--- config.mk ---
export PLATFORM = sky130hd
export DESIGN_NAME = sar_seq
export DESIGN_NICKNAME = d
export VERILOG_FILES = /design/src/rtl/sar_seq.sv
export SDC_FILE = /design/constraint.sdc
export NUM_CORES = 1
export LEC_CHECK = 0
export ABC_AREA = 1
export BUFFER_PORTS_ARGS = -buffer_cell sky130_fd_sc_hd__buf_2
export CORE_MARGIN = 2
export CORE_UTILIZATION = 60
export CTS_BUF_LIST = sky130_fd_sc_hd__clkbuf_8
export DETAILED_ROUTE_END_ITERATION = 16
export PLACE_DENSITY = 0.93
export SLEW_MARGIN = 10
export SYNTH_ARGS = -nofsm -noshare
export SYNTH_HDL_FRONTEND = slang
export SYNTH_SLANG_ARGS = --single-unit
--- constraint.sdc ---
create_clock -name clk -period 2.62 [get_ports clk]
set_input_delay 0.393 -clock clk [delete_from_list [all_inputs] [get_ports clk]]
set_output_delay 0.393 -clock clk [all_outputs]
set_load 0.02 [all_outputs]
--- src/rtl/sar_seq.sv ---
module sar_seq #(
  parameter int NBITS = 12,
  parameter int NSAMP = 5
) (
  input  logic             clk,
  input  logic             rst_n,
  input  logic             wr_n,
  input  logic             cs_n,
  input  logic [1:0]       addr,
  input  logic             trig,
  input  logic             trig_en,
  input  logic             cmp_in,
  input  logic             abort,
  output logic [1:0]       ch_sel,
  output logic             sample,
  output logic [NBITS-1:0] trial,
  output logic             busy_n,
  output logic [7:0]       data_lo,
  output logic [NBITS-9:0] data_hi
);
  localparam int LAST = NSAMP + NBITS;
  localparam int CW   = $clog2(LAST + 1);

  logic [CW-1:0]    cnt;
  logic [NBITS-1:0] code, res;
  logic             wr_q, trig_q;

  wire              wr_go   = wr_n & ~wr_q & ~cs_n;
  wire              trig_go = trig_en & trig & ~trig_q;
  wire              idle    = (cnt == '0);
  wire              decide  = (cnt > CW'(NSAMP));
  wire [CW-1:0]     idx     = CW'(LAST) - cnt;
  wire [NBITS-1:0]  mask    = decide ? (NBITS'(1) << idx) : '0;

  assign sample  = ~idle & ~decide;
  assign trial   = code | mask;
  assign busy_n  = idle & ~abort;
  assign data_lo = res[7:0];
  assign data_hi = res[NBITS-1:8];

  always_ff @(posedge clk) begin
    if (!rst_n) begin
      cnt    <= '0;
      code   <= '0;
      res    <= '0;
      ch_sel <= '0;
      wr_q   <= 1'b1;
      trig_q <= 1'b1;
    end else begin
      wr_q   <= wr_n;
      trig_q <= trig;
      if (abort) begin
        cnt <= '0;
      end else if (idle) begin
        if (wr_go || trig_go) begin
          cnt  <= CW'(1);
          code <= '0;
        end
        if (wr_go) ch_sel <= addr;
      end else begin
        if (decide && cmp_in) code <= code | mask;
        if (cnt == CW'(LAST)) begin
          cnt <= '0;
          res <= cmp_in ? (code | mask) : code;
        end else begin
          cnt <= cnt + CW'(1);
        end
      end
    end
  end

  p_sample_busy_r4: assert property (@(posedge clk) disable iff (!rst_n)
    sample |-> !busy_n);

  p_ch_hold_r3: assert property (@(posedge clk) disable iff (!rst_n)
    (!busy_n && !$past(busy_n)) |-> $stable(ch_sel));

  p_result_hold_r8: assert property (@(posedge clk) disable iff (!rst_n)
    !$stable(res) |-> ($past(cnt) == CW'(LAST) && !$past(abort)));

  p_release_r5: assert property (@(posedge clk) disable iff (!rst_n)
    $rose(busy_n) |-> ($past(cnt) == CW'(LAST) || $past(abort)));

  p_first_trial_r6: assert property (@(posedge clk) disable iff (!rst_n)
    (cnt == CW'(NSAMP + 1)) |-> (trial == {1'b1, {(NBITS-1){1'b0}}}));
endmodule

==> summary.md, run 1 <==
| Metric | Value |
|---|---|
| FF+latch count, synth | `33` |
| Largest net degree at the start of global routing | `28` |
| Root Buffer Master | `clkbuf_8` |
| Max-Cap Viols | `0` |
| Yosys top cell by area | `dfxtp_1` |
| Worst-path fanout max | `7` |
| Least-Margin Pin Slew | `0.603 ns` |
| Yosys cell types | `23` |
| Dominant cells by area after synthesis | `dfxtp_1 38%, nand2_1 14%, nor2_1 6.6%` |
| Total chip power | `1.01 mW` |
| Sink Count | `33` |
| Clk slew on worst S/H paths | `0.06 ns` |
| Fin. Hold Viols | `0` |
| Slew headroom | `roughly three fifths` |
| Status | `finished, final reports clean` |
| WL final | `4230 um` |
| Share of cells above drive strength 1 | `18.8%` |
| Final Cycle Share | `between 90% and 100%` |
| Site Rows | `19` |
| Via/cell ratio | `5.61` |
| Critical Path End Type | `primary output` |
| DRC viols | `0` |
| Critical Path RT | `2.23 ns` |
| Drt first-iter violations | `140` |
| Placer Congestion | `approximately 0.9` |
| Leak pwr | `1.04 nW` |
| Die Width | `58.0 um` |
| # fillers | `~230` |
| # diodes | `0` |
| Clock latency at the later pin of the worst-skew pair | `around 0.28 ns` |
| Reg2Reg Depth | `10` |
| VDD IR max | `0.659 mV` |
| Antenna Violating Nets Remaining | `0` |
| Critical path startpoint | `cnt[2]$_SDFFE_PP0P_` |
| Post-synth top area share | `37.7%` |
| Arrival time worst endpoint | `2.06 ns` |
| R2R Path Start | `cnt[2]$_SDFFE_PP0P_` |
| Area grow syn2layout | `14.1%` |
| Starting density of the core | `63.5%` |
| IO Pins | `38` |
| Setup Skew | `approximately 0.0035 ns` |
| Tmin final | `~2.4 ns` |
| Fmax achieved | `0.408 GHz` |
| DR WL/cell | `13.2 um` |
| Register area share after synthesis | `37.7%` |
| YS warnings | `0` |
| Cts bufs inserted | `5` |
| Synthesized cell area | `1750 sq um` |
| Clk buf depth | `2` |
| Worst hold path class | `in2reg` |
| First-pass GRT wire length | `around 6700 um` |
| Global route overflow | `0` |
| RSZ-0062 raised after global routing | `false` |
| Endpoints failing setup | `0` |
| Net Count, Synth | `273` |
| Synth Area per Inst | `6.84 sq um` |
| CTS Hold Bufs | `0` |
| Final slew viol count | `0` |
| Total GRT Usage | `26.4%` |
| R2r setup slk | `~0.64 ns` |
| CTS tree | `yes` |
| Initial antenna violation count | `0` |
| Startpoint Class | `flip-flop` |
| Total core area | `2760 sq um` |
| Die Ht | `roughly 58 um` |
| H-tree depth | `2` |
| CTS-repair resized insts | `0` |
| Final nets | `305` |
| Critical setup path kind | `reg2out` |
| Setup_tns | `0 ns` |
| Total die area | `roughly 3400 sq um` |
| DRT Pass-1 Iters | `4` |
| HPWL after DPL | `2840 um` |
| PwrDens | `504 nW/um^2` |
| Port-buffer cells | `37` |
| R2R Path End | `code[6]$_SDFFE_PN0P_` |
| Vias in the first global route | `1549` |
| Total number of vias | `1788` |
| Gate Count Post-Synth | `about 260` |
| Post-CTS Setup Inserts | `0` |
| CP Capture Point | `trial[0]` |
==> worst min-delay path by stage <==
stage	from	end	slack [ns]	depth (start not counted)
3_5_place_dp	code[10]$_SDFFE_PN0P_	res[10]$_SDFFE_PN0P_	0.47	2
4_1_cts	trig	trig_q$_SDFF_PN1_	0.32	2
3_3_place_gp	code[10]$_SDFFE_PN0P_	res[10]$_SDFFE_PN0P_	0.47	2
2_1_floorplan	code[10]$_SDFFE_PN0P_	res[10]$_SDFFE_PN0P_	0.45	2
5_1_grt	trig	trig_q$_SDFF_PN1_	0.32	2
6_report	trig	trig_q$_SDFF_PN1_	0.31	2
==> power by group <==
group          switching, mW  total, mW  internal, mW  leakage, nW
logic                 0.0763      0.111        0.0351        0.722
registers            0.00425      0.519         0.515        0.268
clock network          0.172      0.376         0.204       0.0485
total                  0.252       1.01         0.754         1.04
==> metal layers <==
layer	vias to the layer above	track usage [%]	wire, um
li1	894	-	-
met4	0	13.6	141
met5	-	0	0
met2	84	43.3	2010
met3	18	6.03	332
met1	792	32.4	1740
==> kinds of logic after synthesis <==
kind of cell,share of synthesized area [%]
simple gates,33.6
compound gates,13.1
buf+inv,9.57
flops,37.7
fa+ha+maj,5.00
xor+xnor,1.00
==> flip-flops by register name, summed over array words and instances, names as in the netlist <==
name    count
trig_q      1
code       12
ch_sel      2
wr_q        1
res        12
cnt         5
==> area by class of cell <==
class / count / area, sq um / share of cell area [%]
multi-input cells: 185 / 926 / 46.3
flip-flops and latches: 33 / 661 / 33.1
repair buffers: 38 / 193 / 9.64
inverters: 25 / 93.8 / 4.70
clock buffers: 6 / 82.6 / 4.13
well taps: 31 / 38.8 / 1.94
clock inverters: 1 / 3.75 / 0.188
==> critical path, stage by stage, from the launching register on <==
cell	delay (ns)
dfxtp_1	0.49
inv_1	0.09
ha_1	0.35
inv_1	0.16
nand2_1	0.11
nor2_1	0.15
nand3_1	0.12
nand2_1	0.14
buf_2	0.17
==> through the flow <==
| stage | setup WS (ns) | util [%] | hold WS, ns | instances | area, sq um |
|---|---|---|---|---|---|
| 2_1_floorplan | 0.815 | - | 0.450 | 256 | 1750 |
| 3_3_place_gp | 0.446 | 69.2 | 0.465 | 312 | 1910 |
| 3_5_place_dp | 0.397 | 69.2 | 0.466 | 312 | 1910 |
| 4_1_cts | 0.0534 | 72.4 | 0.318 | 319 | 2000 |
| 5_1_grt | 0.00281 | 72.5 | 0.319 | 319 | 2000 |
| 6_report | 0.171 | 72.5 | 0.314 | 319 | 2000 |
==> cell usage in the layout, fill, tap and decap left out <==
cell type and count:
a21oi_1 20, nand3b_1 2, or2_2 2, nor2_1 31, nand2_1 64, nand2_2 1
o21ai_0 15, clkbuf_8 6, inv_2 1, nand4_1 9, nand3_4 1, a31oi_1 8
o21ai_1 1, nor3_1 1, ha_1 7, nand2_4 1, nand3_1 16, nor2_2 3
xor2_1 2, buf_2 37, dfxtp_1 33, nor2_4 1, buf_4 1, inv_1 25
==> Yosys cell counts <==
| library cell | instances |
|---|---|
| o21ai_0 | 15 |
| or2_2 | 2 |
| a21oi_1 | 20 |
| nand2_4 | 1 |
| nor2_2 | 3 |
| a31oi_1 | 8 |
| nand3_1 | 16 |
| inv_1 | 24 |
| o21ai_1 | 1 |
| nand4_1 | 9 |
| nand2_1 | 65 |
| dfxtp_1 | 33 |
| nor2_4 | 1 |
| nor2_1 | 31 |
| nor3_1 | 1 |
| clkbuf_1 | 3 |
| xor2_1 | 2 |
| inv_2 | 1 |
| nand3b_1 | 2 |
| ha_1 | 7 |
| buf_6 | 2 |
| buf_2 | 8 |
| nand3_4 | 1 |
Note: power is estimated with default switching activity, not from simulation.
==> inputs of run 2 (changes only) <==
--- a/config.mk
+++ b/config.mk
@@ -6,12 +6,12 @@
 export NUM_CORES = 1
 export LEC_CHECK = 0
 export ABC_AREA = 1
-export BUFFER_PORTS_ARGS = -buffer_cell sky130_fd_sc_hd__buf_2
 export CORE_MARGIN = 2
 export CORE_UTILIZATION = 60
 export CTS_BUF_LIST = sky130_fd_sc_hd__clkbuf_8
 export DETAILED_ROUTE_END_ITERATION = 16
-export PLACE_DENSITY = 0.93
+export DONT_BUFFER_PORTS = 1
+export PLACE_DENSITY = 0.82
 export SLEW_MARGIN = 10
 export SYNTH_ARGS = -nofsm -noshare
 export SYNTH_HDL_FRONTEND = slang
==> run 2 against run 1 <==
Compared with the run above: clock skew increased by 0.00086 ns; via count decreased by 12%; setup slack improved by 0.11 ns; largest cell class unchanged; sequential share of layout area increased by 3.2 points.
==> summary.md, run 2 (synthesized netlist as in run 1, its figures left out) <==
| Metric | Value |
|---|---|
| Starting density of the core | `63.5% (unchanged)` |
| RSZ-0062 raised after global routing | `false` |
| H-tree depth | `2 (unchanged)` |
| Sink Count | `33 (unchanged)` |
| Share of power burned in the clock network | `38.3% (+1.0 points)` |
| Switching share of power | `26.2% (+1.1 points)` |
| Clock latency at the later pin of the worst-skew pair | `0.29 ns (about the same)` |
| Tmin final | `2.34 ns (-0.106 ns)` |
| Setup Skew | `0.00438 ns (+0.000863 ns)` |
| WL final | `3710 um (-12%)` |
| Die Width | `58.0 um (unchanged)` |
| Fin. Hold Viols | `0 (unchanged)` |
| Antenna Violating Nets Remaining | `0 (unchanged)` |
| Leak pwr | `0.852 nW (-18%)` |
| Least-Margin Pin Slew | `0.602 ns (-0.000450 ns)` |
| Site Rows | `19 (unchanged)` |
| Fmax achieved | `0.427 GHz (+4.5%)` |
| First-pass GRT wire length | `6330 um (-6.1%)` |
| Critical Path RT | `2.23 ns (about the same)` |
| Most frequent cells in the layout | `64 x nand2_1, 33 x dfxtp_1, 31 x nor2_1` |
| Endpoints failing setup | `0 (unchanged)` |
| Drt first-iter violations | `82 (-41%)` |
| Comb power frac | `8.4% (-2.7 points)` |
| Slew headroom | `59.8% (+0.084 points)` |
| Largest regs | `code x12, res x12, cnt x5` |
| IO Pins | `38 (unchanged)` |
| Initial antenna violation count | `0 (unchanged)` |
| Sw power | `0.255 mW (+1.2%)` |
| Clk slew on worst S/H paths | `0.07 ns (about the same)` |
| CTS Hold Bufs | `0 (unchanged)` |
| Total number of vias | `1569 (-12%)` |
| Gr busiest metal | `met2` |
| Final Cycle Share | `89.4% (-4.1 points)` |
| Most common cell after layout, fill and taps aside | `nand2_1` |
| DRT Pass-1 Iters | `5 (+1)` |
| Total chip power | `0.976 mW (-3.1%)` |
| Reg power frac | `53.3% (+1.7 points)` |
| Root Buffer Master | `clkbuf_8` |
| Cts bufs inserted | `5 (unchanged)` |
| DRC viols | `0 (unchanged)` |
| Total GRT Usage | `24.3% (-2.2 points)` |
| Area grow syn2layout | `3.93%` |
| GR Util met1 | `31.0% (-1.4 points)` |
| Met3 Use GR | `5.58% (-0.45 points)` |
| Arrival time worst endpoint | `1.95 ns (-0.11 ns)` |
| Startpoint Class | `flip-flop` |
| Max-Cap Viols | `0 (unchanged)` |
| Status | `finished, final reports clean` |
| Finished Layout Cells | `284 (-11%)` |
| Critical Path End Type | `primary output` |
| Total core area | `2760 sq um (unchanged)` |
| Placer Congestion | `0.836 (-4.5%)` |
| Final nets | `269 (-12%)` |
| Worst hold path class | `in2reg` |
| Vias in the first global route | `1436 (-7.3%)` |
| Global route overflow | `0 (unchanged)` |
| Die Ht | `58.0 um (unchanged)` |
| Worst-path fanout max | `12 (+5)` |
| Largest net degree at the start of global routing | `28 (unchanged)` |
| Clk buf depth | `2 (unchanged)` |
| Int Power | `0.720 mW (-4.5%)` |
| Total die area | `3370 sq um (unchanged)` |
| Critical setup path kind | `reg2out` |
| Share of cells above drive strength 1 | `7.91% (-11 points)` |
| CTS tree | `yes` |
| VDD IR max | `0.493 mV (-25%)` |
| Met2 Track Usage GR | `39.4% (-3.9 points)` |
| Final slew viol count | `0 (unchanged)` |
| Post-CTS Setup Inserts | `0 (unchanged)` |
| Dpl cells | `276 (-12%)` |
| PwrDens | `536 nW/um^2 (+6.4%)` |
| Setup_tns | `0 ns (unchanged)` |
| # diodes | `0 (unchanged)` |
| Port-buffer cells | `0 (-100%)` |
| DR WL/cell | `13.1 um (-1.3%)` |
| HPWL after DPL | `2580 um (-9.0%)` |
| Via/cell ratio | `5.52 (-1.4%)` |
run 2: cell types whose count changed in the layout (fill, tap and decap cells not counted), sizes merged:
| cell | delta |
|---|---|
| buf | -36 |
| clkinvlp | +1 |
| clkbuf | -1 |
| inv | -1 |
| clkinv | +2 |
run 2: through the flow:
stage          instance area (sq um)  hold slack [ns]  setup WS [ns]  utilization (%)
4_1_cts                         1820            0.204          0.188             65.9
6_report                        1820            0.208          0.277             66.0
3_3_place_gp                    1730            0.467          0.583             62.8
2_1_floorplan                   1750            0.450          0.815                -
5_1_grt                         1820            0.204          0.138             66.0
3_5_place_dp                    1730            0.474          0.530             62.8
run 2: power groups by stage:
stage | Clock, mW | Combinational [mW] | Sequential (mW)
final | 0.374 | 0.0818 | 0.520
after global routing | 0.404 | 0.0915 | 0.521
after CTS | 0.381 | 0.0819 | 0.520
after detailed placement | 0 | 0.0815 | 0.532
after global placement | 0 | 0.0796 | 0.531
after floorplan | 0 | 0.0805 | 0.530
run 2: repair_timing:
action                                  in CTS  in global routing
resized for setup                            0                  1
endpoints found under the hold margin        0                  0
endpoints found under the setup margin       0                  1
run 2: per-layer routing:
metal  share of wire (%)  vias up
met5                   0        -
met1                  47      702
li1                    -      824
met4                 1.9        0
met3                 4.6        9
met2                  47       34
run 2: critical path: stages, from the launching register on:
cell and delay (ns):
dfxtp_1 0.41, inv_1 0.15, ha_1 0.24, nand2_1 0.07, nand2_1 0.06, nand2_2 0.18, buf_4 0.21, nand3_1 0.08
nand2_1 0.24
run 2: path summary, 6_finish.rpt:
kind                        start                   end  slack, ns  cells after the start
max           cnt[1]$_SDFFE_PP0P_              trial[1]       0.28                      8
min                          wr_n       wr_q$_SDFF_PN1_       0.21                      1
max reg2reg   cnt[1]$_SDFFE_PP0P_  code[1]$_SDFFE_PN0P_       0.58                     11
min reg2reg  code[8]$_SDFFE_PN0P_   res[8]$_SDFFE_PN0P_       0.48                      2
run 2: layout make-up:
class	instances	area (sq um)
Inverter	25	93.8
Timing Repair Buffer	2	15.0
Tap cell	31	38.8
Sequential cell	33	661
Clock buffer	5	68.8
Multi-Input combinational cell	185	926
Clock inverter	3	17.5
Fill cell	251	937
==> inputs of run 3 (changes only) <==
--- a/config.mk
+++ b/config.mk
@@ -5,13 +5,13 @@
 export SDC_FILE = /design/constraint.sdc
 export NUM_CORES = 1
 export LEC_CHECK = 0
-export ABC_AREA = 1
 export CORE_MARGIN = 2
 export CORE_UTILIZATION = 60
 export CTS_BUF_LIST = sky130_fd_sc_hd__clkbuf_8
+export CTS_CLUSTER_SIZE = 28
 export DETAILED_ROUTE_END_ITERATION = 16
 export DONT_BUFFER_PORTS = 1
-export PLACE_DENSITY = 0.82
+export PLACE_DENSITY_LB_ADDON = 0.05
 export SLEW_MARGIN = 10
 export SYNTH_ARGS = -nofsm -noshare
 export SYNTH_HDL_FRONTEND = slang
==> run 3 against run 2 <==
Compared with the run above: via count down 13%; synthesized area down 1.1%; die area down 1.1%; cell count down 27%; clock skew up 0.0017 ns; count of clock-buffer cells in the layout unchanged.
==> summary.md, run 3 <==
| Metric | Value |
|---|---|
| Final slew viol count | `0 (unchanged)` |
| Cts bufs inserted | `5 (unchanged)` |
| Least-Margin Pin Slew | `0.531 ns (-0.0709 ns)` |
| Worst hold path class | `in2reg` |
| Synthesized cell area | `1730 sq um (-1.1%)` |
| Area after DPL | `1720 sq um (-0.79%)` |
| RSZ-0062 raised after global routing | `true` |
| CP max stage cell | `dfxtp_2` |
| Arrival time worst endpoint | `2.18 ns (+0.23 ns)` |
| DRC viols | `0 (unchanged)` |
| Post-layout util | `66.2% (+0.14 points)` |
| Clock latency at the later pin of the worst-skew pair | `0.28 ns (about the same)` |
| Sink Count | `33 (unchanged)` |
| Critical Path RT | `2.23 ns (about the same)` |
| CP max stage delay | `0.48 ns (+0.07 ns)` |
| Critical setup path kind | `reg2out` |
| Total core area | `2760 sq um (unchanged)` |
| Vias in the first global route | `1279 (-11%)` |
| Via/cell ratio | `6.57 (+19%)` |
| Antenna Violating Nets Remaining | `0 (unchanged)` |
| WL final | `3930 um (+5.7%)` |
| Leak pwr | `0.738 nW (-13%)` |
| DR WL/cell | `19.0 um (+45%)` |
| Drt first-iter violations | `87 (+6.1%)` |
| Register area share after synthesis | `38.2% (+0.44 points)` |
| Yosys top cell by area | `dfxtp_1` |
| CTS Hold Bufs | `0 (unchanged)` |
| Startpoint Class | `flip-flop` |
| Largest net degree at the start of global routing | `24 (-14%)` |
| Crit path cell chain | `inv_1 > ha_1 > xor2_2 > nand4_1 > nor2_1 > a21o_1` |
| Post-synth EDFFs | `0 (unchanged)` |
| Post-synth top area share | `38.2% (+0.44 points)` |
| Site Rows | `19 (unchanged)` |
| Largest regs | `code x12, res x12, cnt x5` |
| Int Power | `0.701 mW (-2.6%)` |
| Final Cycle Share | `98.4% (+9.0 points)` |
| Fin. Hold Viols | `0 (unchanged)` |
| Tmin final | `2.58 ns (+0.235 ns)` |
| YS warnings | `0 (unchanged)` |
| Top-count cell post-synth | `dfxtp_1` |
| Total chip power | `0.913 mW (-6.4%)` |
| Dominant cells by area after synthesis | `dfxtp_1 38%, a21o_1 5.2%, ha_1 5.1%` |
| Synth top cells by count | `33 x dfxtp_1, 12 x a21o_1, 12 x nor2_1` |
| Total number of vias | `1361 (-13%)` |
| Most common cell after layout, fill and taps aside | `dfxtp_1` |
| Critical Path End Type | `primary output` |
| Asr flop ratio synth | `0% (unchanged)` |
| Slew headroom | `64.4% (+4.6 points)` |
| Die Ht | `57.7 um (-0.53%)` |
| Synth Area per Inst | `9.90 sq um (+45%)` |
| CTS tree | `yes` |
| Final nets | `192 (-29%)` |
| DRT Pass-1 Iters | `4 (-1)` |
| Share of cells above drive strength 1 | `19.3% (+11 points)` |
| Gate Count Post-Synth | `175 (-32%)` |
| Max-Cap Viols | `0 (unchanged)` |
| FF+latch count, synth | `33 (unchanged)` |
| Clk buf depth | `2 (unchanged)` |
| Total die area | `3330 sq um (-1.1%)` |
| Reg power frac | `55.5% (+2.2 points)` |
| H-tree depth | `2 (unchanged)` |
| VDD IR max | `0.526 mV (+6.8%)` |
| IO Pins | `38 (unchanged)` |
| Design Area, Final | `1820 sq um (+0.21%)` |
| Post-synth top flop | `dfxtp_1` |
| Endpoints failing setup | `0 (unchanged)` |
| Worst-path fanout max | `11 (-1)` |
| Setup Skew | `0.00609 ns (+0.00171 ns)` |
| Share of power burned in the clock network | `40.4% (+2.1 points)` |
| Clk slew on worst S/H paths | `0.07 ns (about the same)` |
| # diodes | `0 (unchanged)` |
| Sw power | `0.212 mW (-17%)` |
| First-pass GRT wire length | `6390 um (+0.98%)` |
| HPWL after DPL | `2790 um (+8.2%)` |
| Area grow syn2layout | `5.35%` |
| Dpl cells | `198 (-28%)` |
| Status | `finished, final reports clean` |
| Setup_tns | `0 ns (unchanged)` |
| Placer Congestion | `0.863 (+3.3%)` |
| Die Width | `57.7 um (-0.53%)` |
| Port-buffer cells | `0 (unchanged)` |
| Initial antenna violation count | `0 (unchanged)` |
| Most frequent cells in the layout | `31 x dfxtp_1, 11 x nor2_1, 11 x a21o_1` |
| Global route overflow | `0 (unchanged)` |
| Fmax achieved | `0.388 GHz (-9.1%)` |
| Net Count, Synth | `192 (-30%)` |
| PwrDens | `500 nW/um^2 (-6.6%)` |
| Yosys cell types | `44 (+91%)` |
| Root Buffer Master | `clkbuf_8` |
| Comb power frac | `4.1% (-4.3 points)` |
| Starting density of the core | `62.8% (-0.73 points)` |
| # fillers | `233 (-7.2%)` |
| Switching share of power | `23.2% (-3.0 points)` |
| Total GRT Usage | `25.5% (+1.3 points)` |
| Finished Layout Cells | `207 (-27%)` |
## run 3: worst paths after layout
path / to / cells after the start / slack (ns) / from
worst min-delay path: wr_q$_SDFF_PN1_ / 1 / 0.19 / rst_n
worst min register to register: res[0]$_SDFFE_PN0P_ / 2 / 0.48 / code[0]$_SDFFE_PN0P_
worst max-delay path: trial[3] / 6 / 0.04 / cnt[2]$_SDFFE_PP0P_
worst max register to register: code[8]$_SDFFE_PN0P_ / 6 / 0.30 / cnt[0]$_SDFFE_PP0P_
## run 3: cells by family (layout without fill, tap and decap cells)
group,count (synthesis),count (layout),synth area share (%)
and+or+nand+nor,48,48,19.7
buffers and inverters,18,19,5.85
muxes,6,6,3.47
DFF,33,33,38.2
adders and majority gates,7,7,5.06
AOI/OAI and AO/OA,59,59,25.3
xor gates and xnor gates,4,4,2.46
## run 3: power groups by stage
stage | Sequential, mW | Clock (mW) | Combinational [mW]
finish | 0.507 | 0.369 | 0.0378
floorplan | 0.517 | 0 | 0.0338
global placement | 0.518 | 0 | 0.0371
detailed placement | 0.518 | 0 | 0.0372
CTS | 0.507 | 0.375 | 0.0375
global route | 0.507 | 0.397 | 0.0415
## run 3: per-stage QoR
stage | setup WS [ns] | hold WS, ns
global route | -0.0585 | 0.174
CTS | 0.0823 | 0.183
global placement | 0.255 | 0.468
floorplan | 0.333 | 0.446
finish | 0.0425 | 0.186
detailed placement | 0.209 | 0.470
## run 3: what timing repair did
| action | 4_1_cts | 5_1_grt |
|---|---|---|
| endpoints found under the setup margin | 12 | 13 |
| hold endpoints to repair | 0 | 0 |
| resized for setup | 2 | 2 |
| setup buffers | 1 | 0 |
| pin swaps | 1 | 0 |
## run 3: worst max-delay path, delay by kind of cell (launching register included)
kind            cells  cell delay, ns
compound gates      1            0.29
xor+xnor            1            0.30
fa+ha+maj           1            0.24
buf+inv             1            0.10
flops               1            0.48
simple gates        2            0.50
## run 3: cell type report
cell class | count | area [sq um] | share of cell area [%]
Multi-Input combinational cell | 124 | 980 | 53.7
Sequential cell | 33 | 663 | 36.4
Clock buffer | 5 | 68.8 | 3.77
Tap cell | 31 | 38.8 | 2.13
Timing Repair Buffer | 4 | 30.0 | 1.65
Inverter | 7 | 26.3 | 1.44
Clock inverter | 3 | 17.5 | 0.960
## run 3: routing by layer
layer | wire length, um | up-vias | global-route usage (%)
li1 | - | 655 | -
met5 | 0 | - | 0
met3 | 271 | 4 | 9.60
met4 | 25 | 0 | 5.98
met2 | 1820 | 49 | 39.1
met1 | 1800 | 653 | 34.4
